### src/rtl/cmt_pkg.sv
package cmt_pkg;
  typedef enum logic [2:0] {
    A_NONE, A_WAIT, A_RETIRE, A_NONSPEC, A_UNCLD, A_TRAP, A_ERR
  } act_e;

  typedef enum logic [1:0] {
    ST_RUN  = 2'd0,
    ST_TRAP = 2'd1
  } cstat_e;

  typedef struct packed {
    logic execd;
    logic fault;
    logic store;
    logic load;
    logic uncache;
    logic nonspec;
    logic sc;
    logic mbar;
    logic wbar;
  } hflags_t;
endpackage

### src/rtl/cmt_decode.sv
module cmt_decode
  import cmt_pkg::*;
#(
  parameter int SLOT_W = 2
) (
  input  logic              vld,
  input  logic              can_commit,
  input  logic              running,
  input  hflags_t           fl,
  input  logic [SLOT_W-1:0] slot,
  input  logic              st_pend,
  output act_e              act
);
  logic lead;
  logic special;

  // Side effects are allowed only for the leading slot with no stores in flight.
  assign lead    = (slot == '0) && !st_pend;
  assign special = fl.nonspec | fl.sc | fl.mbar | fl.wbar;

  always_comb begin
    act = A_NONE;
    if (vld && can_commit && running) begin
      if (!fl.execd) begin
        if (special)
          act = lead ? A_NONSPEC : A_WAIT;
        else if (fl.load)
          act = !fl.uncache ? A_ERR : (lead ? A_UNCLD : A_WAIT);
        else
          act = A_ERR;
      end else if (fl.fault) begin
        act = lead ? A_TRAP : A_WAIT;
      end else begin
        act = A_RETIRE;
      end
    end
  end
endmodule

### src/rtl/cmt_state.sv
module cmt_state
  import cmt_pkg::*;
#(
  parameter int CNT_W = 8
) (
  input  logic             clk,
  input  logic             rst_n,
  input  act_e             act,
  input  logic             trap_done,
  output cstat_e           status,
  output logic [CNT_W-1:0] cnt
);
  localparam logic [CNT_W-1:0] CNT_MAX = '1;

  always_ff @(posedge clk or negedge rst_n) begin
    if (!rst_n) begin
      status <= ST_RUN;
    end else begin
      unique case (status)
        ST_RUN:  if (act == A_TRAP) status <= ST_TRAP;
        ST_TRAP: if (trap_done)     status <= ST_RUN;
        default: status <= ST_RUN;
      endcase
    end
  end

  always_ff @(posedge clk or negedge rst_n) begin
    if (!rst_n)
      cnt <= '0;
    else if (act == A_NONSPEC && cnt != CNT_MAX)
      cnt <= cnt + 1'b1;
  end
endmodule

### src/rtl/cmt_rmap_wr.sv
module cmt_rmap_wr #(
  parameter int NDEST  = 2,
  parameter int AREG_W = 5,
  parameter int PREG_W = 6
) (
  input  logic                     fire,
  input  logic [NDEST-1:0]         dst_vld,
  input  logic [NDEST*AREG_W-1:0]  dst_arch,
  input  logic [NDEST*PREG_W-1:0]  dst_phys,
  output logic [NDEST-1:0]         we,
  output logic [NDEST*AREG_W-1:0]  arch,
  output logic [NDEST*PREG_W-1:0]  phys
);
  for (genvar i = 0; i < NDEST; i++) begin : g_lane
    assign we[i] = fire & dst_vld[i];
    assign arch[i*AREG_W +: AREG_W] = we[i] ? dst_arch[i*AREG_W +: AREG_W] : '0;
    assign phys[i*PREG_W +: PREG_W] = we[i] ? dst_phys[i*PREG_W +: PREG_W] : '0;
  end
endmodule

### src/rtl/commit_head_ctl.sv
module commit_head_ctl
  import cmt_pkg::*;
#(
  parameter int SEQ_W  = 16,
  parameter int AREG_W = 5,
  parameter int PREG_W = 7,
  parameter int NDEST  = 2,
  parameter int SLOT_W = 3,
  parameter int CNT_W  = 16
) (
  input  logic                    clk,
  input  logic                    rst_n,
  input  logic                    hd_vld,
  output logic                    hd_rdy,
  input  logic                    hd_can_commit,
  input  logic                    hd_exec,
  input  logic                    hd_fault,
  input  logic                    hd_store,
  input  logic                    hd_load,
  input  logic                    hd_uncache,
  input  logic                    hd_nonspec,
  input  logic                    hd_sc,
  input  logic                    hd_mbar,
  input  logic                    hd_wbar,
  input  logic [SEQ_W-1:0]        hd_seq,
  input  logic [NDEST-1:0]        hd_dst_vld,
  input  logic [NDEST*AREG_W-1:0] hd_dst_arch,
  input  logic [NDEST*PREG_W-1:0] hd_dst_phys,
  input  logic [SLOT_W-1:0]       grp_slot,
  input  logic                    st_wb_pend,
  input  logic                    trap_done,
  output logic                    ns_vld,
  output logic [SEQ_W-1:0]        ns_seq,
  output logic                    ld_replay,
  output logic                    clr_cc,
  output logic                    mark_done,
  output logic                    st_commit,
  output logic                    trap_req,
  output logic                    trap_squash,
  output logic                    head_err,
  output logic [NDEST-1:0]        rm_we,
  output logic [NDEST*AREG_W-1:0] rm_arch,
  output logic [NDEST*PREG_W-1:0] rm_phys,
  output logic [CNT_W-1:0]        stall_cnt,
  output logic [1:0]              thr_status
);
  hflags_t fl;
  act_e    act;
  cstat_e  status;
  logic    retire;
  logic    sendback;

  assign fl = '{execd: hd_exec, fault: hd_fault, store: hd_store, load: hd_load,
                uncache: hd_uncache, nonspec: hd_nonspec, sc: hd_sc,
                mbar: hd_mbar, wbar: hd_wbar};

  cmt_decode #(.SLOT_W(SLOT_W)) u_dec (
    .vld        (hd_vld),
    .can_commit (hd_can_commit),
    .running    (status == ST_RUN),
    .fl         (fl),
    .slot       (grp_slot),
    .st_pend    (st_wb_pend),
    .act        (act)
  );

  cmt_state #(.CNT_W(CNT_W)) u_st (
    .clk       (clk),
    .rst_n     (rst_n),
    .act       (act),
    .trap_done (trap_done),
    .status    (status),
    .cnt       (stall_cnt)
  );

  assign retire   = (act == A_RETIRE);
  assign sendback = (act == A_NONSPEC) || (act == A_UNCLD);

  cmt_rmap_wr #(.NDEST(NDEST), .AREG_W(AREG_W), .PREG_W(PREG_W)) u_rm (
    .fire     (retire),
    .dst_vld  (hd_dst_vld),
    .dst_arch (hd_dst_arch),
    .dst_phys (hd_dst_phys),
    .we       (rm_we),
    .arch     (rm_arch),
    .phys     (rm_phys)
  );

  assign hd_rdy      = retire;
  assign ns_vld      = sendback;
  assign ns_seq      = sendback ? hd_seq : '0;
  assign ld_replay   = (act == A_UNCLD);
  assign clr_cc      = sendback;
  assign mark_done   = (retire && !hd_store) || (act == A_TRAP);
  assign st_commit   = retire && hd_store;
  assign trap_req    = (act == A_TRAP);
  assign trap_squash = (act == A_TRAP);
  assign head_err    = (act == A_ERR);
  assign thr_status  = status;
endmodule

### config.mk
export PLATFORM = sky130hd
export DESIGN_NAME = commit_head_ctl
export DESIGN_NICKNAME = d
export VERILOG_FILES = /design/src/rtl/cmt_pkg.sv /design/src/rtl/cmt_decode.sv /design/src/rtl/cmt_state.sv /design/src/rtl/cmt_rmap_wr.sv /design/src/rtl/commit_head_ctl.sv
export SDC_FILE = /design/constraint.sdc
export NUM_CORES = 1
export LEC_CHECK = 0
export BUFFER_PORTS_ARGS = -buffer_cell sky130_fd_sc_hd__buf_2
export CORE_ASPECT_RATIO = 0.5
export CORE_UTILIZATION = 33
export CTS_CLUSTER_DIAMETER = 120
export DETAILED_ROUTE_END_ITERATION = 7
export PLACE_DENSITY = 0.76
export SETUP_SLACK_MARGIN = 0.1
export SLEW_MARGIN = 30
export SYNTH_ARGS = -nofsm -noshare
export SYNTH_HDL_FRONTEND = slang
export SYNTH_SLANG_ARGS = --single-unit
### constraint.sdc
create_clock -name clk -period 1.7 [get_ports clk]
set_input_delay 0.34 -clock clk [delete_from_list [all_inputs] [get_ports clk]]
set_output_delay 0.34 -clock clk [all_outputs]
set_load 0.02 [all_outputs]
**Word-level counts from Yosys, hierarchy flattened**

Cells that the tools add are included.

- Output and inout port bits: 69
- Bits in registers: 18
- Input bits: 60
- Logic and storage cells: 47

- Eq/ne operators: 9
- Reduce and logical (&&, ||, !) cells: 13
- Add/sub/neg operators: 1
- Bitwise logic cells: 5
- Multiplexer cells: 17

Operators by type and width:

| cell | count |
|---|---|
| $mux W3 | 8 |
| $add A16 B1 Y16 const B | 1 |
| $mux W16 | 1 |
| $ne A16 B16 Y1 const B | 1 |
| $mux W7 | 2 |
| $mux W5 | 2 |
| $eq A3 B3 Y1 const B | 3 |
| $eq A3 B2 Y1 const B | 2 |
| $logic_and A1 B1 Y1 | 6 |
| $mux W2 | 3 |
| $ne A2 B2 Y1 const B | 2 |
| $pmux W2 S2 | 1 |
| $logic_not A3 Y1 | 1 |
| $or A1 B1 Y1 | 3 |
| $and A1 B1 Y1 | 2 |
| $eq A2 B1 Y1 const B | 1 |
| $logic_not A1 Y1 | 2 |
| $logic_not A2 Y1 | 1 |
| $logic_or A1 B1 Y1 | 2 |
| $reduce_and A2 Y1 | 1 |

**Logic depth before layout (Yosys ltp)**

- Depth after elaboration: 11
- Gate-level depth with buffers: 5
- Depth with buffers taken out: 5

**Cells and area by module**

A second synthesis with hierarchy kept.

- Cells, all modules: 156
- Area, all modules: 1,467.7 um^2

Modules (own cells, without submodules):

| module | cells each | area each (um^2) | instances | sequential area each (um^2) |
|---|---|---|---|---|
| cmt_state | 80 | 895.9 | 1 | 425.4 |
| commit_head_ctl | 32 | 274.0 | 1 | 0.0 |
| cmt_rmap_wr | 30 | 202.7 | 1 | 0.0 |
| cmt_decode | 14 | 95.1 | 1 | 0.0 |

**Worst setup path after synthesis**

OpenSTA, ideal clock, no wires.

- Kind: flip-flop to output port
- Start: register u_st.status[0]
- End: output port rm_arch[0]
- Arrival time: 1,679 ps
- Setup slack: -319 ps
- Path buffers: 1
- Required time: 1,360 ps
- Stages on the path, launching flop included: 6
- Path through: dfrtp_1 > inv_1 > nand4_1 > nor2_1 > clkbuf_1 > and3_1

- Longest elaborated chain between the ends: 6

Ends and longest elaborated chain:

| what | line | text |
|---|---|---|
| start, declared | cmt_state.sv:10 | `output cstat_e status,` |
| start signal, assigned | cmt_state.sv:17 | `status <= ST_RUN;` |
| start signal, assigned | cmt_state.sv:20 | `ST_RUN: if (act == A_TRAP) status <= ST_TRAP;` |
| start signal, assigned | cmt_state.sv:21 | `ST_TRAP: if (trap_done) status <= ST_RUN;` |
| $logic_not A2 Y1 | commit_head_ctl.sv:60 | `.running (status == ST_RUN),` |
| $logic_and A1 B1 Y1 | cmt_decode.sv:23 | `if (vld && can_commit && running) begin` |
| $mux W3 | cmt_decode.sv:23 |  |
| $eq A3 B2 Y1 | commit_head_ctl.sv:76 | `assign retire = (act == A_RETIRE);` |
| named net hd_rdy | commit_head_ctl.sv:14 | `output logic hd_rdy,` |
| $and A1 B1 Y1 | cmt_rmap_wr.sv:15 | `assign we[i] = fire & dst_vld[i];` |
| $mux W5 | cmt_rmap_wr.sv:16 | `assign arch[i*AREG_W +: AREG_W] = we[i] ? dst_arch[i*AREG_W +: AREG_W] : '0;` |
| end, declared | commit_head_ctl.sv:42 | `output logic [NDEST*AREG_W-1:0] rm_arch,` |

The timed path passes the listed nets, and every way through them passes these cells.

**Worst setup path in the final report**

- Start: register u_st.status[0]
- End: output port ns_seq[0]

- Longest elaborated chain between the ends: 6
- Elaborated cells between the ends (all ways): 7
- Classes of those cells: eq/ne: 2; mux: 2; reduce/logical: 3

Ends and longest elaborated chain:

| what | line | text |
|---|---|---|
| $logic_not A2 Y1 (*) | commit_head_ctl.sv:60 |  |
| $logic_and A1 B1 Y1 (*) | cmt_decode.sv:23 |  |
| $mux W3 (*) | cmt_decode.sv:23 |  |
| $eq A3 B2 Y1 / $eq A3 B3 Y1 (equally long branches) | commit_head_ctl.sv:77 | `assign sendback = (act == A_NONSPEC) \|\| (act == A_UNCLD);` |
| $logic_or A1 B1 Y1 (*) | commit_head_ctl.sv:77 |  |
| $mux W16 (*) | commit_head_ctl.sv:91 | `assign ns_seq = sendback ? hd_seq : '0;` |
| end, declared | commit_head_ctl.sv:33 | `output logic [SEQ_W-1:0] ns_seq,` |

Mark *: on every way between the ends. The rest lies on a longest branch, timed or not.

==> impl_results.md <==
* Status: finished, violations left
* Failing checks: setup timing
* CP peak stage delay at ~400 ps
* RSZ-0062 raised after global routing: yes
* Initial antenna violation count at 0
* Post-detailed-route wirelength per cell at approximately 16 um
* Final Hold Fails at 0
* Post-DP Area at between 2000 and 2500 sq um
* Synthesis-to-finish area growth at 115%
* Sequential area share after synthesis at 30.7%
* Internal at approximately 0.00072 W
* Grt met3 use at approximately 2.2%
* Grt total ovfl at 0
* Comb pwr share at 25.5%
* Switching share of power at about 28%
* Hold Crit Class: in2async
* Worst setup margin at -271 ps
* Met1 Track Usage GR at between 20% and 30%
* Syn Area/Cell at between 9 and 10 sq um
* Root Driver: clkbuf_8
* Sink Count at 17
* Fin crit share at 116%
* Die area at 4470 sq um
* P_leak at between 1.5 and 2 nW
* CP delay by family, top: simple AND/OR/NAND/NOR gates
* Critical setup path kind: reg2out
* Routed vias at 1717
* Max Root-Sink Buffers at 2
* Worst-skew pair later-pin latency at 250 ps
* DR DRC count at 0
* Setup Viol. Count Final at 56
* Grt met2 use at a little over two fifths
* CTS tree: built
* Dpl ws at -154 ps
* Reg power frac at approximately 44%
* PortBufs at 127
* GRT Overall Usage at 20.3%
* Most Crowded Layer GR: met2
* Worst vdd ir at ~430 uV
* CP Launch Type: flip-flop
* Core Rows at 16
* Post-Syn Instances at ~140
* Final wirelength at about 5.5 mm
* Power density cells at between 300 and 400 nW/um^2
* Final HPWL DP at 3.49 mm
* Max-cap violations at 0
* Total core area at 3960 sq um
* Cells after DPL at ~330
* Synth Net Count at a little over 200
* Post-route minimum period at ~2000 ps
* Crit-path slowest cell: dfrtp_2
* Max Freq at 0.507 GHz
* Worst Path Required at around 1400 ps
* CTS H-tree lvls at 1
* Cell Area, Synth at between 1000 and 1500 sq um
* Nets at approximately 350
* Switching power at 0.000273 W
* Crit path max fanout at 18
* Synth Register Bits at 17
* First-pass GRT wire length at around 7.0 mm
* Layout cell share with drive strength beyond 1 at 81.5%
* Vias in the first global route at approximately 1400
* Unique masters post-synth at 36
* Setup Skew at approximately 3.7 ps
* Critical path cell sequence: and4bb_2 > nand2_2 > a21oi_4 > buf_12 > and2_2 > buf_6
* Data arrival, critical path at about 1600 ps
* Largest net degree at the start of global routing at 29
* Design area at 2980 sq um
* Crit end category: output port
* Placer Congestion at 0.824
* Max-slew violations at 0
* CTS buffer count at 3
* DRT iter0 DRCs at 30
* 1st-pass router iterations at 4
* Yosys warns at 0
* Via density at 4.96
* Clock-pin slew on the worst setup and hold paths at about 70 ps
* ANT nets after route at 0
* Die X at 93.6 um
* Top Ports at 129
* Setup total negative slack at -11080 ps
* Die Height at approximately 48 um
* Starting Density at approximately a third
* Clk pwr share at 30.9%
* Finished Layout Cells at 346
* Crit path buf inv count at 2
* Diode count at 0
-- cells in the final DEF (no fill, tap or decap), types with 2 or more instances in the layout --
cell | netlist | final
a2111oi_4 | 4 | 4
a211oi_2 | 0 | 2
a21oi_4 | 0 | 2
and2_2 | 0 | 7
and2_4 | 0 | 12
and3_1 | 27 | 12
and3_4 | 0 | 15
buf_12 | 0 | 4
buf_2 | 1 | 76
buf_4 | 3 | 22
buf_6 | 1 | 50
clkbuf_8 | 0 | 3
dfrtp_1 | 17 | 8
dfrtp_2 | 0 | 9
inv_1 | 3 | 2
mux2_4 | 0 | 2
nand2_1 | 9 | 7
nand2_2 | 0 | 2
nand3_1 | 6 | 5
nand3_4 | 1 | 3
nand4_4 | 0 | 2
nor2_4 | 1 | 3
nor3_2 | 1 | 2
nor3_4 | 0 | 4
nor4_4 | 1 | 3
xor2_1 | 13 | 13
-- path summary, 6_finish.rpt --
path	startpoint	end	slack, ps	cells past startpoint
max	u_st.status[0]	ns_seq[0]	-270	6
min	rst_n	u_st.cnt[15]	0.8	1
max reg2reg	u_st.status[0]	u_st.cnt[5]	-130	8
min reg2reg	u_st.cnt[3]	u_st.cnt[3]	490	1
max in group asynchronous	rst_n	u_st.cnt[2]	1400	1
min in group clk	trap_done	u_st.status[0]	300	2
-- power by group through the flow --
stage | Clock [W] | Sequential (W) | Combinational [W]
finish | 0.000306 | 0.000430 | 0.000253
global placement | 0 | 0.000440 | 0.000186
floorplan | 0 | 0.000451 | 0.0000697
CTS | 0.000298 | 0.000430 | 0.000238
detailed placement | 0 | 0.000441 | 0.000191
global route | 0.000322 | 0.000431 | 0.000271
-- metal layers --
| metal | vias up | share of wire, % |
|---|---|---|
| li1 | 811 | - |
| met1 | 846 | 40 |
| met2 | 56 | 56 |
| met3 | 4 | 4.1 |
| met4 | 0 | 0.64 |
| met5 | - | 0 |
-- metrics by stage --
stage          util (%)  total power [W]  hold WS, ps
2_1_floorplan         -         0.000521         44.4
3_3_place_gp       59.4         0.000626          276
3_5_place_dp       59.4         0.000632          279
4_1_cts            71.7         0.000966         13.7
5_1_grt            75.2          0.00102         36.9
6_report           75.2         0.000989        0.827
-- cells by family (layout without fill, tap and decap cells) --
| logic type | after synthesis | in the layout | share of synthesized area, % |
|---|---|---|---|
| DFF | 17 | 17 | 30.7 |
| xor gates and xnor gates | 14 | 14 | 8.86 |
| other | 1 | 1 | 0.271 |
| buffers and inverters | 12 | 159 | 4.70 |
| adders and majority gates | 1 | 1 | 0.904 |
| and+or+nand+nor | 85 | 86 | 41.0 |
| AOI/OAI and AO/OA | 12 | 12 | 11.9 |
| muxes | 2 | 2 | 1.63 |
-- registers in the layout (all words and copies together), names as in the netlist --
signal and cells:
u_st.cnt 16, u_st.status 1
-- cell usage after synthesis --
cell       number  area share (%)
buf_4           3             1.6
or2_2           1            0.45
or2_1           1            0.45
mux2_2          2             1.6
and2_1         19             8.6
inv_1           3            0.81
xnor2_1         1            0.63
clkbuf_1        4             1.1
nand2_1         9             2.4
or3_4           1            0.81
a21oi_1         2            0.72
nor4_4          1             1.5
a21oi_2         1            0.63
and4bb_2        1            0.90
nor3_1          5             1.8
xor2_1         13             8.2
a2111oi_4       4             8.0
ha_1            1            0.90
buf_6           1            0.81
nand4_2         2             1.8
nor2_1          2            0.54
buf_2           1            0.36
conb_1          1            0.27
a211oi_1        4             2.2
nor3_2          1            0.72
nor2_4          1            0.81
nor4_1          3             1.4
nand3_1         6             2.2
nand4_1         1            0.45
or4_4           1            0.81
o22ai_1         1            0.45
nand3_4         1             1.3
nor4b_2         1             1.1
and3_1         27              12
dfrtp_1        17              31
nand3_2         1            0.72
-- cell type report --
cell class                 count  area, sq um
tap                           54         67.6
sequential                    17          437
clock buffer                   4         45.0
fill                         249          983
multi-input combinational    116         1230
inverter                       3         11.3
timing repair buffer         152         1190
-- worst reg2reg max path, cell delays in order, from the launching register on --
cell,delay (ps)
dfrtp_2,400
and4bb_2,320
buf_4,120
buf_6,110
buf_12,110
nand3_4,140
buf_4,190
a2111oi_4,220
xnor2_1,150
-- repair_timing --
item | CTS | global route
endpoints found under the setup margin | 64 | 63
cloned | 1 | 0
buffers inserted | 10 | 4
hold buffers | 0 | 0
resized for setup | 106 | 19
pin swaps | 17 | 11
(Power assumes the default switching activity.)
